===== src/rtl/rtype_alu_pkg.sv =====
package rtype_alu_pkg;

   localparam int FUNC_W = 6;

   localparam logic [FUNC_W-1:0] FN_SLL  = 6'h00;
   localparam logic [FUNC_W-1:0] FN_SRL  = 6'h02;
   localparam logic [FUNC_W-1:0] FN_ADD  = 6'h20;
   localparam logic [FUNC_W-1:0] FN_ADDU = 6'h21;
   localparam logic [FUNC_W-1:0] FN_SUB  = 6'h22;
   localparam logic [FUNC_W-1:0] FN_SUBU = 6'h23;
   localparam logic [FUNC_W-1:0] FN_AND  = 6'h24;
   localparam logic [FUNC_W-1:0] FN_OR   = 6'h25;
   localparam logic [FUNC_W-1:0] FN_NOR  = 6'h27;
   localparam logic [FUNC_W-1:0] FN_SLT  = 6'h2A;
   localparam logic [FUNC_W-1:0] FN_SLTU = 6'h2B;

   typedef enum logic [3:0] {
      OP_NONE = 4'd0,
      OP_ADD  = 4'd1,
      OP_ADDU = 4'd2,
      OP_SUB  = 4'd3,
      OP_SUBU = 4'd4,
      OP_AND  = 4'd5,
      OP_OR   = 4'd6,
      OP_NOR  = 4'd7,
      OP_SLL  = 4'd8,
      OP_SRL  = 4'd9,
      OP_SLT  = 4'd10,
      OP_SLTU = 4'd11
   } alu_op_e;

   typedef struct packed {
      alu_op_e op;
      logic    sub_en;
      logic    may_trap;
      logic    bad;
   } alu_sel_t;

endpackage


===== src/rtl/rtype_decode.sv =====
module rtype_decode
   import rtype_alu_pkg::*;
(
   input  logic [FUNC_W-1:0] func_i,
   output alu_sel_t          sel_o
);

   always_comb begin
      sel_o          = '0;
      sel_o.op       = OP_NONE;
      unique case (func_i)
         FN_ADD:  sel_o.op = OP_ADD;
         FN_ADDU: sel_o.op = OP_ADDU;
         FN_SUB:  sel_o.op = OP_SUB;
         FN_SUBU: sel_o.op = OP_SUBU;
         FN_AND:  sel_o.op = OP_AND;
         FN_OR:   sel_o.op = OP_OR;
         FN_NOR:  sel_o.op = OP_NOR;
         FN_SLL:  sel_o.op = OP_SLL;
         FN_SRL:  sel_o.op = OP_SRL;
         FN_SLT:  sel_o.op = OP_SLT;
         FN_SLTU: sel_o.op = OP_SLTU;
         default: sel_o.bad = 1'b1;
      endcase
      sel_o.sub_en   = (sel_o.op == OP_SUB)  || (sel_o.op == OP_SUBU) ||
                       (sel_o.op == OP_SLT)  || (sel_o.op == OP_SLTU);
      sel_o.may_trap = (sel_o.op == OP_ADD)  || (sel_o.op == OP_SUB);
   end

endmodule


===== src/rtl/rtype_addsub.sv =====
module rtype_addsub #(
   parameter int DATA_W = 32
) (
   input  logic [DATA_W-1:0] a_i,
   input  logic [DATA_W-1:0] b_i,
   input  logic              sub_i,
   output logic [DATA_W-1:0] sum_o,
   output logic              ovf_o,
   output logic              lt_s_o,
   output logic              lt_u_o
);

   localparam int MSB = DATA_W - 1;

   logic [DATA_W-1:0] b_eff;
   logic [DATA_W:0]   wide;

   always_comb begin
      b_eff = sub_i ? ~b_i : b_i;
      wide  = {1'b0, a_i} + {1'b0, b_eff} + {{DATA_W{1'b0}}, sub_i};
   end

   assign sum_o  = wide[MSB:0];
   // same-sign inputs to the adder with a flipped result sign
   assign ovf_o  = (a_i[MSB] == b_eff[MSB]) && (wide[MSB] != a_i[MSB]);
   assign lt_s_o = wide[MSB] ^ ovf_o;
   // when subtracting, missing carry-out is a borrow
   assign lt_u_o = ~wide[DATA_W];

endmodule


===== src/rtl/rtype_shift.sv =====
module rtype_shift #(
   parameter int DATA_W     = 32,
   parameter bit SHIFT_LEFT = 1'b1,
   parameter bit STAGED     = 1'b1,
   localparam int AMT_W     = $clog2(DATA_W)
) (
   input  logic [DATA_W-1:0] din_i,
   input  logic [AMT_W-1:0]  amt_i,
   output logic [DATA_W-1:0] dout_o
);

   if (STAGED) begin : g_staged
      logic [DATA_W-1:0] stg [0:AMT_W];
      assign stg[0] = din_i;
      for (genvar k = 0; k < AMT_W; k++) begin : g_stage
         localparam int STEP = 1 << k;
         logic [DATA_W-1:0] moved;
         if (SHIFT_LEFT) begin : g_l
            assign moved = {stg[k][DATA_W-1-STEP:0], {STEP{1'b0}}};
         end else begin : g_r
            assign moved = {{STEP{1'b0}}, stg[k][DATA_W-1:STEP]};
         end
         assign stg[k+1] = amt_i[k] ? moved : stg[k];
      end
      assign dout_o = stg[AMT_W];
   end else begin : g_flat
      if (SHIFT_LEFT) begin : g_l
         assign dout_o = din_i << amt_i;
      end else begin : g_r
         assign dout_o = din_i >> amt_i;
      end
   end

endmodule


===== src/rtl/rtype_alu.sv =====
module rtype_alu
   import rtype_alu_pkg::*;
#(
   parameter int  DATA_W        = 32,
   parameter bit  SHIFT_STAGED  = 1'b1,
   localparam int SHAMT_W       = $clog2(DATA_W)
) (
   input  logic [DATA_W-1:0]  opnd_a_i,
   input  logic [DATA_W-1:0]  opnd_b_i,
   input  logic [SHAMT_W-1:0] shift_amt_i,
   input  logic [FUNC_W-1:0]  func_i,
   output logic [DATA_W-1:0]  result_o,
   output logic               ovf_o,
   output logic               bad_func_o
);

   if (DATA_W < 8) begin : g_chk_min
      $error("rtype_alu: DATA_W must be at least 8");
   end
   if ((DATA_W & (DATA_W - 1)) != 0) begin : g_chk_pow2
      $error("rtype_alu: DATA_W must be a power of two");
   end

   alu_sel_t          sel;
   logic [DATA_W-1:0] arith;
   logic              arith_ovf;
   logic              lt_s;
   logic              lt_u;
   logic [DATA_W-1:0] shl;
   logic [DATA_W-1:0] shr;

   rtype_decode u_dec (
      .func_i (func_i),
      .sel_o  (sel)
   );

   rtype_addsub #(.DATA_W(DATA_W)) u_arith (
      .a_i    (opnd_a_i),
      .b_i    (opnd_b_i),
      .sub_i  (sel.sub_en),
      .sum_o  (arith),
      .ovf_o  (arith_ovf),
      .lt_s_o (lt_s),
      .lt_u_o (lt_u)
   );

   rtype_shift #(.DATA_W(DATA_W), .SHIFT_LEFT(1'b1), .STAGED(SHIFT_STAGED)) u_shl (
      .din_i  (opnd_b_i),
      .amt_i  (shift_amt_i),
      .dout_o (shl)
   );

   rtype_shift #(.DATA_W(DATA_W), .SHIFT_LEFT(1'b0), .STAGED(SHIFT_STAGED)) u_shr (
      .din_i  (opnd_b_i),
      .amt_i  (shift_amt_i),
      .dout_o (shr)
   );

   always_comb begin
      unique case (sel.op)
         OP_ADD, OP_ADDU,
         OP_SUB, OP_SUBU: result_o = arith;
         OP_AND:          result_o = opnd_a_i & opnd_b_i;
         OP_OR:           result_o = opnd_a_i | opnd_b_i;
         OP_NOR:          result_o = ~(opnd_a_i | opnd_b_i);
         OP_SLL:          result_o = shl;
         OP_SRL:          result_o = shr;
         OP_SLT:          result_o = {{(DATA_W-1){1'b0}}, lt_s};
         OP_SLTU:         result_o = {{(DATA_W-1){1'b0}}, lt_u};
         default:         result_o = '0;
      endcase
   end

   assign ovf_o      = sel.may_trap & arith_ovf;
   assign bad_func_o = sel.bad;

endmodule


===== config.mk =====
export PLATFORM = sky130hd
export DESIGN_NAME = rtype_alu
export DESIGN_NICKNAME = d
export VERILOG_FILES = /design/src/rtl/rtype_alu_pkg.sv /design/src/rtl/rtype_decode.sv /design/src/rtl/rtype_addsub.sv /design/src/rtl/rtype_shift.sv /design/src/rtl/rtype_alu.sv
export SDC_FILE = /design/constraint.sdc
export NUM_CORES = 1
export LEC_CHECK = 0
export BUFFER_PORTS_ARGS = -buffer_cell sky130_fd_sc_hd__buf_2
export CELL_PAD_IN_SITES_DETAIL_PLACEMENT = 2
export CELL_PAD_IN_SITES_GLOBAL_PLACEMENT = 2
export CORE_MARGIN = 8
export CORE_UTILIZATION = 37
export DETAILED_ROUTE_END_ITERATION = 12
export GPL_TIMING_DRIVEN = 0
export PLACE_DENSITY = 0.88
export SKIP_LAST_GASP = 1
export SLEW_MARGIN = 15
export SYNTH_ARGS = -nofsm -noshare
export SYNTH_HDL_FRONTEND = slang
export SYNTH_SLANG_ARGS = --single-unit

===== constraint.sdc =====
create_clock -name vclk -period 8.39
set_clock_uncertainty 0.05 [all_clocks]
set_input_delay 1.2585 -clock vclk [all_inputs]
set_output_delay 1.2585 -clock vclk [all_outputs]
set_load 0.01 [all_outputs]

==> Yosys cells after proc, flatten, opt, wreduce, memory -nomap -nowiden <==
Cells that the tools add are included.
Widths: inputs -> output; s select.
{ "totals": {"reg_bits": 0, "latchBits": 0, "ramBits": 0, "romBits": 0, "inputBits": 75, "out_inout_bits": 34, "word_cells": 54, "memories": 0} }
{ "op_classes": {"n_addsub": 2, "multipliers": 0, "div_mod_pow": 0, "n_lt_le_gt_ge": 0, "eq_ne": 23, "shift": 0, "muxes": 14, "n_bitwise": 7, "reduce_logical": 8} }
{ "ops": {"columns": ["op", "n"], "rows": [
  ["$mux 32", 11],
  ["$pmux 32 s8", 1],
  ["$not 32->32", 2],
  ["$eq 6x6->1 const B", 9],
  ["$pmux 4 s11", 1],
  ["$add 32x32->33", 1],
  ["$add 33x1->33", 1],
  ["$and 32x32->32", 1],
  ["$or 32x32->32", 1],
  ["$eq 4x3->1 const B", 4],
  ["$eq 4x4->1 const B", 4],
  ["$reduce_or 11->1", 1],
  ["$eq 4x2->1 const B", 2],
  ["$eq 6x2->1 const B", 1],
  ["$logic_not 6->1", 1],
  ["$eq 4x1->1 const B", 1],
  ["$logic_or 1x1->1", 4],
  ["$reduce_or 4->1", 1],
  ["$and 1x1->1", 1],
  ["$eq 1x1->1", 1],
  ["$logic_and 1x1->1", 1],
  ["$mux 1", 1],
  ["$ne 1x1->1", 1],
  ["$not 1->1", 1],
  ["$xor 1x1->1", 1]
]} }

==> Logic depth before layout (Yosys ltp) <==
Gate-level depths: netlist of run 1.
{ "depth": {"ltp_word": 13, "mapped_depth": 15} }

==> Cells and area by module <==
From an unflattened synthesis of run 1, not the netlist that was laid out.
{ "hier_totals": {"hier_cells": 928, "hier_area_um2": 7485.9} }
{ "modules_own_cells": {"columns": ["mod", "instances", "cells_per_inst", "area_each_um2"], "rows": [
  ["rtype_addsub", 1, 294, 2095.8],
  ["rtype_shift at u_shr", 1, 192, 1778.0],
  ["rtype_shift at u_shl", 1, 183, 1774.2],
  ["rtype_alu", 1, 232, 1672.9],
  ["rtype_decode", 1, 27, 165.2]
]} }

==> Worst setup path before layout of run 1 <==
No wires, ideal clock.
{ "synth_path": {"path_type": "input to output", "from": "input port func_i[2]", "to": "output port result_o[30]", "arrival_time_ps": 4215, "t_required_ps": 7082, "path_slack_ps": 2867, "stages": 15, "n_path_buf": 4, "cell_sequence": "buf_6 > nand4bb_1 > buf_2 > buf_1 > xnor2_1 > ha_1 > clkbuf_1 > a21oi_1 > nand2_1 > a221oi_1 > o21ai_1 > a31oi_1 > o21ai_1 > or3_1 > nand4_1"} }
{ "synth_between": {"elab_chain_cells": 10, "word_cells_on_any_way": 31} }
{ "synth_rtl": {"columns": ["item", "line_no", "source"], "rows": [
  ["start, declared", "rtype_alu.sv:11", "input logic [FUNC_W-1:0] func_i,"],
  ["$eq 6x6->1 (tied with other cells)", "rtype_decode.sv:11", "unique case (func_i)"],
  ["$pmux 4 s11 (*)", "rtype_decode.sv:11", null],
  ["$eq 4x2->1 / $eq 4x3->1 (equally long branches)", "rtype_decode.sv:25, rtype_alu.sv:60", null],
  ["$logic_or 1x1->1 (2 in series)", "rtype_decode.sv:25", "sel_o.sub_en = (sel_o.op == OP_SUB) || (sel_o.op == OP_SUBU) ||"],
  ["$logic_or 1x1->1", "rtype_decode.sv:26", "(sel_o.op == OP_SLT) || (sel_o.op == OP_SLTU);"],
  ["$mux 32", "rtype_addsub.sv:19", "b_eff = sub_i ? ~b_i : b_i;"],
  ["$add 32x32->33", "rtype_addsub.sv:20", "wide = {1'b0, a_i} + {1'b0, b_eff} + {{DATA_W{1'b0}}, sub_i};"],
  ["$add 33x1->33", "rtype_addsub.sv:20", null],
  ["$pmux 32 s8 (*)", "rtype_alu.sv:60", "unique case (sel.op)"],
  ["end, declared", "rtype_alu.sv:12", "output logic [DATA_W-1:0] result_o,"]
]} }
Every way passes the cells marked *; elsewhere a longest branch is shown, timed or not.

==> Worst setup path in the final report of run 1 <==
{ "layout_path": {"from": "input port func_i[4]", "to": "output port result_o[30]"} }
The elaborated chain is that of the path after synthesis.

==> run metrics, run 1 <==
gr ovfl total=0; final antenna-violating net count=0; post-CTS setup buffers=0; 1st-iter DRT viols=approximately 970; # rows=approximately 50; status=finished, final reports clean; num ports=between 100 and 150; most frequent cells in the layout=a21oi_1, buf_2, mux2i_1; CP Class=primary input to output port; maximum vdd ir drop=approximately 0.035 mV; Ys Warns=0; NetSw=~0.00038 W; # setup viols final=0; area taken by multi-input logic gates=just over 6000 um^2; post-detail-place hpwl=~33 mm; Worst slew margin=about 28%; pin count of the biggest net entering global routing=11; drc violations=0; power share of the clock group=0%; Initial Util=between 30% and 40%; seq_cells=0; vias per cell=approximately 7; router iterations before antenna repair=6; mean cell area of the mapped netlist=just over 7 um^2; nets@finish=approximately 1100; full die area=22500 um^2; PwrDens=roughly 79 nW/um^2; Worst Setup End Kind=output port; post-synthesis sequential area ratio=0%; CTS Hold Bufs=0; drt wl/cell=about 32 um; worst hold endpoint=bad_func_o; crit share post-route=84.7%; Area growth syn-to-layout=11.3%; crit-path max FO=10; layout cells sized above 1=17.2%; synth unique cells=65; placed cell area=7410 um^2; Post-Layout Inst Area=around 7400 um^2; Hold Path Origin=func_i[2]; Seq pwr share=0%; synthesized cell area=6660 um^2; Die Wd=150 um; Total Wirelength=about 40 mm; switching share of total power=64.7%; LEAKAGE=about 3 nW; Max-Cap Viols=0; Inserted Diodes=0; CP startpoint kind=primary input; CP Data Arrival Time=5.80 ns; Slew Viols, Final=0; register area=0 um^2; WP data required=a little over 7 ns; Max Clock Freq=between 100 and 150 MHz; number of gates resized after CTS=0; Die Y=between 150 and 200 um; number of global-route vias before repair=just over 9000; number of fillers in the final layout=approximately 2200; first-pass GRT wire length=59.0 mm; Final Hold Viols=0; initial antenna violation count=0; Core Box Area=~18000 um^2; RSZ-0062 raised after global routing=no; gate count of the mapped netlist=929; setup TNS=0 ns; Port Buffers=93; combinational power share=100.0%; synthesized net count=about 1000; commonest non-fill, non-tap cell in the layout=a21oi_1; CLK BUF=0; Worst Hold Class=primary input to output port; Total GRT Usage=34.2%; internal power=between 0.0002 and 0.00025 W; Slew @ Worst Pin=about 1.1 ns; GPL Wtd Cong=1.05; WHS Path Cells=4; Final min period=7.10 ns; vias=~8800
==> critical path, cell delays in order <==
cell       delay [ns]
buf_2            0.16
nand4bb_1        0.14
buf_2            0.23
buf_1            0.71
xnor2_1          0.20
ha_1             0.37
a21oi_1          0.14
o21ai_0          0.28
a211oi_1         0.64
o21ai_1          0.24
a31oi_1          0.48
o21ai_1          0.31
or3_1            0.41
nand4_1          0.09
buf_2            0.14
==> metrics by stage <==
stage / setup WS (ns) / cells / total power (W) / hold slack (ns) / util, %
floorplan: 2.87 / 929 / 0.000360 / 2.59 / -
global placement: 1.54 / 1251 / 0.000537 / 2.84 / 41.5
detailed placement: 1.43 / 1251 / 0.000561 / 2.84 / 41.5
CTS: 1.42 / 1251 / 0.000564 / 2.84 / 41.5
global route: 1.12 / 1251 / 0.000613 / 2.87 / 41.5
finish: 1.29 / 1251 / 0.000585 / 2.84 / 41.5
==> Yosys cell counts, types with 3 or more instances <==
| master | count | area share, % |
|---|---|---|
| buf_2 | 14 | 1.1 |
| o32ai_1 | 15 | 2.0 |
| a31oi_1 | 8 | 0.75 |
| a22oi_1 | 6 | 0.68 |
| nand2b_1 | 6 | 0.56 |
| a211oi_1 | 8 | 0.90 |
| nand4b_1 | 3 | 0.39 |
| buf_6 | 3 | 0.51 |
| xnor2_1 | 48 | 6.3 |
| o221ai_1 | 6 | 0.79 |
| inv_1 | 15 | 0.85 |
| o22ai_1 | 18 | 1.7 |
| or4_1 | 3 | 0.34 |
| nand2_1 | 68 | 3.8 |
| a21oi_1 | 115 | 8.6 |
| nor4b_1 | 3 | 0.39 |
| o21ai_0 | 83 | 6.2 |
| a21o_1 | 5 | 0.56 |
| nand3_1 | 13 | 0.98 |
| or3_1 | 4 | 0.38 |
| o211ai_1 | 8 | 0.90 |
| nand4_1 | 8 | 0.75 |
| a221oi_1 | 6 | 0.79 |
| a221o_1 | 3 | 0.45 |
| mux4_2 | 41 | 14 |
| and2_1 | 5 | 0.47 |
| mux2i_1 | 93 | 14 |
| buf_4 | 6 | 0.68 |
| xor2_1 | 8 | 1.1 |
| nor3_1 | 27 | 2.0 |
| nor2_1 | 75 | 4.2 |
| o21a_1 | 22 | 2.5 |
| a222oi_1 | 6 | 0.90 |
| ha_1 | 40 | 7.5 |
| mux2_2 | 11 | 1.9 |
| nor4_1 | 3 | 0.28 |
| buf_1 | 10 | 0.56 |
| o21bai_1 | 4 | 0.45 |
| o41ai_1 | 4 | 0.53 |
| nor2b_1 | 5 | 0.47 |
| clkbuf_1 | 69 | 3.9 |
| o21ai_1 | 5 | 0.38 |
==> logic make-up (layout without fill, tap and decap cells) <==
kind of cell,after synthesis,after routing,synth area share (%)
XOR/XNOR,56,56,7.37
multiplexers,145,145,29.7
adder cells (fa/ha/maj),41,41,7.82
buffers and inverters,118,211,7.61
AND/OR/NAND/NOR,233,233,16.3
AO/OA/AOI/OAI,336,336,31.2
==> how the worst max path moves through the flow <==
stage	from	end	slack (ns)
6_report	func_i[4]	result_o[30]	1.29
5_1_grt	func_i[4]	result_o[0]	1.12
4_1_cts	func_i[4]	result_o[30]	1.42
3_5_place_dp	func_i[4]	result_o[30]	1.43
3_3_place_gp	func_i[4]	result_o[30]	1.54
2_1_floorplan	func_i[2]	result_o[30]	2.87
==> metal layers <==
| metal | up-vias | track usage (%) | share of wire, % |
|---|---|---|---|
| met1 | 4434 | 44.7 | 42 |
| met3 | 99 | 4.69 | 7.9 |
| met4 | 0 | 12.6 | 4.0 |
| met2 | 482 | 56.4 | 46 |
| met5 | - | 0 | 0 |
| li1 | 3735 | - | - |
==> area by class of cell <==
cell class / count / area share (%)
Multi-Input combinational cell: 811 / 83.0
Buffer: 103 / 6.08
Inverter: 15 / 0.760
Tap cell: 229 / 3.87
Timing Repair Buffer: 93 / 6.28
==> power groups by stage <==
stage,Combinational (W),Sequential (W),Clock [W]
2_1_floorplan,0.000360,0,0
3_3_place_gp,0.000537,0,0
3_5_place_dp,0.000561,0,0
4_1_cts,0.000564,0,0
5_1_grt,0.000613,0,0
6_report,0.000585,0,0
No activity file was read; power rests on OpenSTA's default activity.
==> run 2: changes to the inputs <==
--- a/config.mk
+++ b/config.mk
@@ -5,14 +5,15 @@
 export SDC_FILE = /design/constraint.sdc
 export NUM_CORES = 1
 export LEC_CHECK = 0
+export ABC_AREA = 1
 export BUFFER_PORTS_ARGS = -buffer_cell sky130_fd_sc_hd__buf_2
 export CELL_PAD_IN_SITES_DETAIL_PLACEMENT = 2
 export CELL_PAD_IN_SITES_GLOBAL_PLACEMENT = 2
 export CORE_MARGIN = 8
-export CORE_UTILIZATION = 37
+export CORE_UTILIZATION = 27
 export DETAILED_ROUTE_END_ITERATION = 12
 export GPL_TIMING_DRIVEN = 0
-export PLACE_DENSITY = 0.88
+export PLACE_DENSITY = 0.79
 export SKIP_LAST_GASP = 1
 export SLEW_MARGIN = 15
 export SYNTH_ARGS = -nofsm -noshare
==> constraint.sdc (replaced) <==
create_clock -name vclk -period 6
set_clock_uncertainty 0.05 [all_clocks]
set_input_delay 0.9 -clock vclk [all_inputs]
set_output_delay 0.9 -clock vclk [all_outputs]
set_load 0.01 [all_outputs]
==> run 2 against run 1 <==
Net effect:
- combinational power up 25%
- critical path depth up 4
- routed wire length up 6.1%
- clock-buffer cell count unchanged
- cell area up 0.86%
- core utilization down 11 points
- global-route usage down 6.5 points
- first-iteration DRC count down 41%
- die area up 31%
- critical endpoint is now result_o[31]
- largest power group unchanged
==> run metrics, run 2 <==
status=finished, final reports clean; CP most frequent cell=nor2_1; gate count of the mapped netlist=around 1300; NetSw=~0.00052 W; number of global-route vias before repair=10500; vias=9906; synth cell count leaders=nand2_1, nor2_1, o21ai_0; synth unique cells=54; Die Y=~170 um; post-synthesis adder-cell area fraction=~7.9%; Max Clock Freq=around 180 MHz; Inserted Diodes=0; met2 WL=19.6 mm; Slew Viols, Final=0; Initial Util=27.2%; crit-path max FO=10; crit share post-route=about nine tenths; maximum vdd ir drop=0.0410 mV; WP data required=between 5 and 6 ns; CTS Hold Bufs=0; synthesized net count=roughly 1400; xor/xnor share of the synthesized area=4.41%; router iterations before antenna repair=5; most frequent cells in the layout=nand2_1, nor2_1, buf_2; Final Hold Viols=0; first-pass GRT wire length=~63 mm; routed length on met3=2.11 mm; gr ovfl total=0; Seq pwr share=0%; Worst slew margin=between 20% and 30%; Port Buffers=a little over 100; # setup viols final=0; CP startpoint kind=primary input; PwrDens=97.7 nW/um^2; CLK BUF=0; initial antenna violation count=0; share of the synthesized area in the top cell type=18.0%; register area=0 um^2; synth top area cells=nand2_1, o21ai_0, nor2_1, nand3_1, ha_1; full die area=around 30000 um^2; commonest non-fill, non-tap cell in the layout=nand2_1; mean cell area of the mapped netlist=slightly above 5 um^2; combinational power share=100.0%; 1st-iter DRT viols=between 500 and 600; post-CTS setup buffers=0; CP max-delay cell=a211oi_1; Total Wirelength=42.0 mm; Crit path max-delay family=simple AND/OR/NAND/NOR gates; Slew @ Worst Pin=around 1.1 ns; Ys Warns=0; power share of the clock group=0%; CP Data Arrival Time=4.49 ns; Total GRT Usage=around 28%; GPL Wtd Cong=~1.0; Levels on crit path=19; internal power=around 0.00021 W; Critical Path End=result_o[31]; CP Class=primary input to output port; Die Wd=172 um; Core Box Area=about 24000 um^2; drt wl/cell=about 25 um; Max-Cap Viols=0; # rows=57; Area growth syn-to-layout=14.1%; Simple-Gate Fraction of Synth Area=42.1%; RSZ-0062 raised after global routing=no; drc violations=0; post-detail-place hpwl=about 36 mm; seq_cells=0; largest family of logic cells by synthesized area=simple AND/OR/NAND/NOR gates; switching share of total power=71.0%; num ports=109; Compound-Gate Fraction of Synth Area=roughly a third; layout cells sized above 1=13.4%; worst path bufs/invs=4; post-synthesis sequential area ratio=0%; Final min period=5.44 ns; final antenna-violating net count=0; Worst Setup End Kind=output port; dominant cell type by area after synthesis=nand2_1; Worst Hold Class=primary input to output port; worst hold margin=approximately 2.2 ns; DR top layer=met4; pin count of the biggest net entering global routing=11; CP Cell Sequence=buf_2 -> inv_1 -> nor2_1 -> nand3_1 -> nand3_1 -> buf_2 -> xor2_1 -> ha_1 -> a21oi_1 -> nor2_1 -> nor2_1 -> a21boi_1 -> nor2_1 -> a211oi_1 -> nand2_2 -> nand2_1 -> nand3_1 -> nand2_1 -> buf_2; met1 wire length=18.5 mm; number of gates resized after CTS=0; setup TNS=0 ns; Setup crit start=func_i[3]; synthesized cell area=6550 um^2; mux contribution to synthesized area=approximately 1.8%; nets@finish=about 1500; vias per cell=around 6; LEAKAGE=around 3.4 nW; count leader, synth=nand2_1; max incr delay on CP=roughly 0.56 ns; Power, Total=0.000730 W
[run 2: kinds of logic (layout without fill, tap and decap cells)]
| logic type | Yosys count | count (layout) |
|---|---|---|
| multiplexers | 12 | 12 |
| AO/OA/AOI/OAI | 386 | 386 |
| AND/OR/NAND/NOR | 643 | 643 |
| adder cells (fa/ha/maj) | 41 | 41 |
| buffers and inverters | 154 | 257 |
| XOR/XNOR | 33 | 33 |
[run 2: metrics by stage]
stage / util (%) / setup slack (ns) / cell area (um^2) / instances
floorplan: - / 1.76 / 6550 / 1269
global placement: 31.0 / 0.675 / 7470 / 1696
finish: 31.0 / 0.560 / 7470 / 1696
CTS: 31.0 / 0.560 / 7470 / 1696
detailed placement: 31.0 / 0.568 / 7470 / 1696
global route: 31.0 / 0.206 / 7470 / 1696
[run 2: metal layers]
| layer | track usage (%) | up-vias |
|---|---|---|
| li1 | - | 4587 |
| met1 | 35.6 | 4905 |
| met2 | 48.0 | 322 |
| met3 | 1.56 | 92 |
| met4 | 10.5 | 0 |
| met5 | 0 | - |
[run 2: cell type report]
class	instances	area [um^2]
well taps	324	405
repair buffers	103	515
fillers	3283	16600
multi-input cells	1115	5880
plain buffers	71	363
inverters	83	312
[run 2: worst min-delay path by stage]
| stage | from | endpoint | slack [ns] | cells after the start |
|---|---|---|---|---|
| after floorplan | func_i[0] | ovf_o | 1.89 | 3 |
| after global placement | opnd_a_i[26] | result_o[26] | 2.22 | 6 |
| after detailed placement | opnd_a_i[26] | result_o[26] | 2.22 | 6 |
| after CTS | opnd_a_i[26] | result_o[26] | 2.23 | 6 |
| after global routing | opnd_a_i[24] | result_o[24] | 2.27 | 4 |
| final | opnd_a_i[26] | result_o[26] | 2.22 | 6 |
[run 2: power groups by stage]
stage	registers, W	clock network [W]	logic (W)
final	0	0	0.000730
after CTS	0	0	0.000714
after global routing	0	0	0.000790
after global placement	0	0	0.000686
after floorplan	0	0	0.000432
after detailed placement	0	0	0.000710
[run 2: tightest hold or removal path, cell delays in order]
cell and delay, ns:
buf_2 0.11, o21ai_0 0.07, o311ai_1 0.07, nor2_1 0.05
nand2_1 0.04, buf_2 0.12
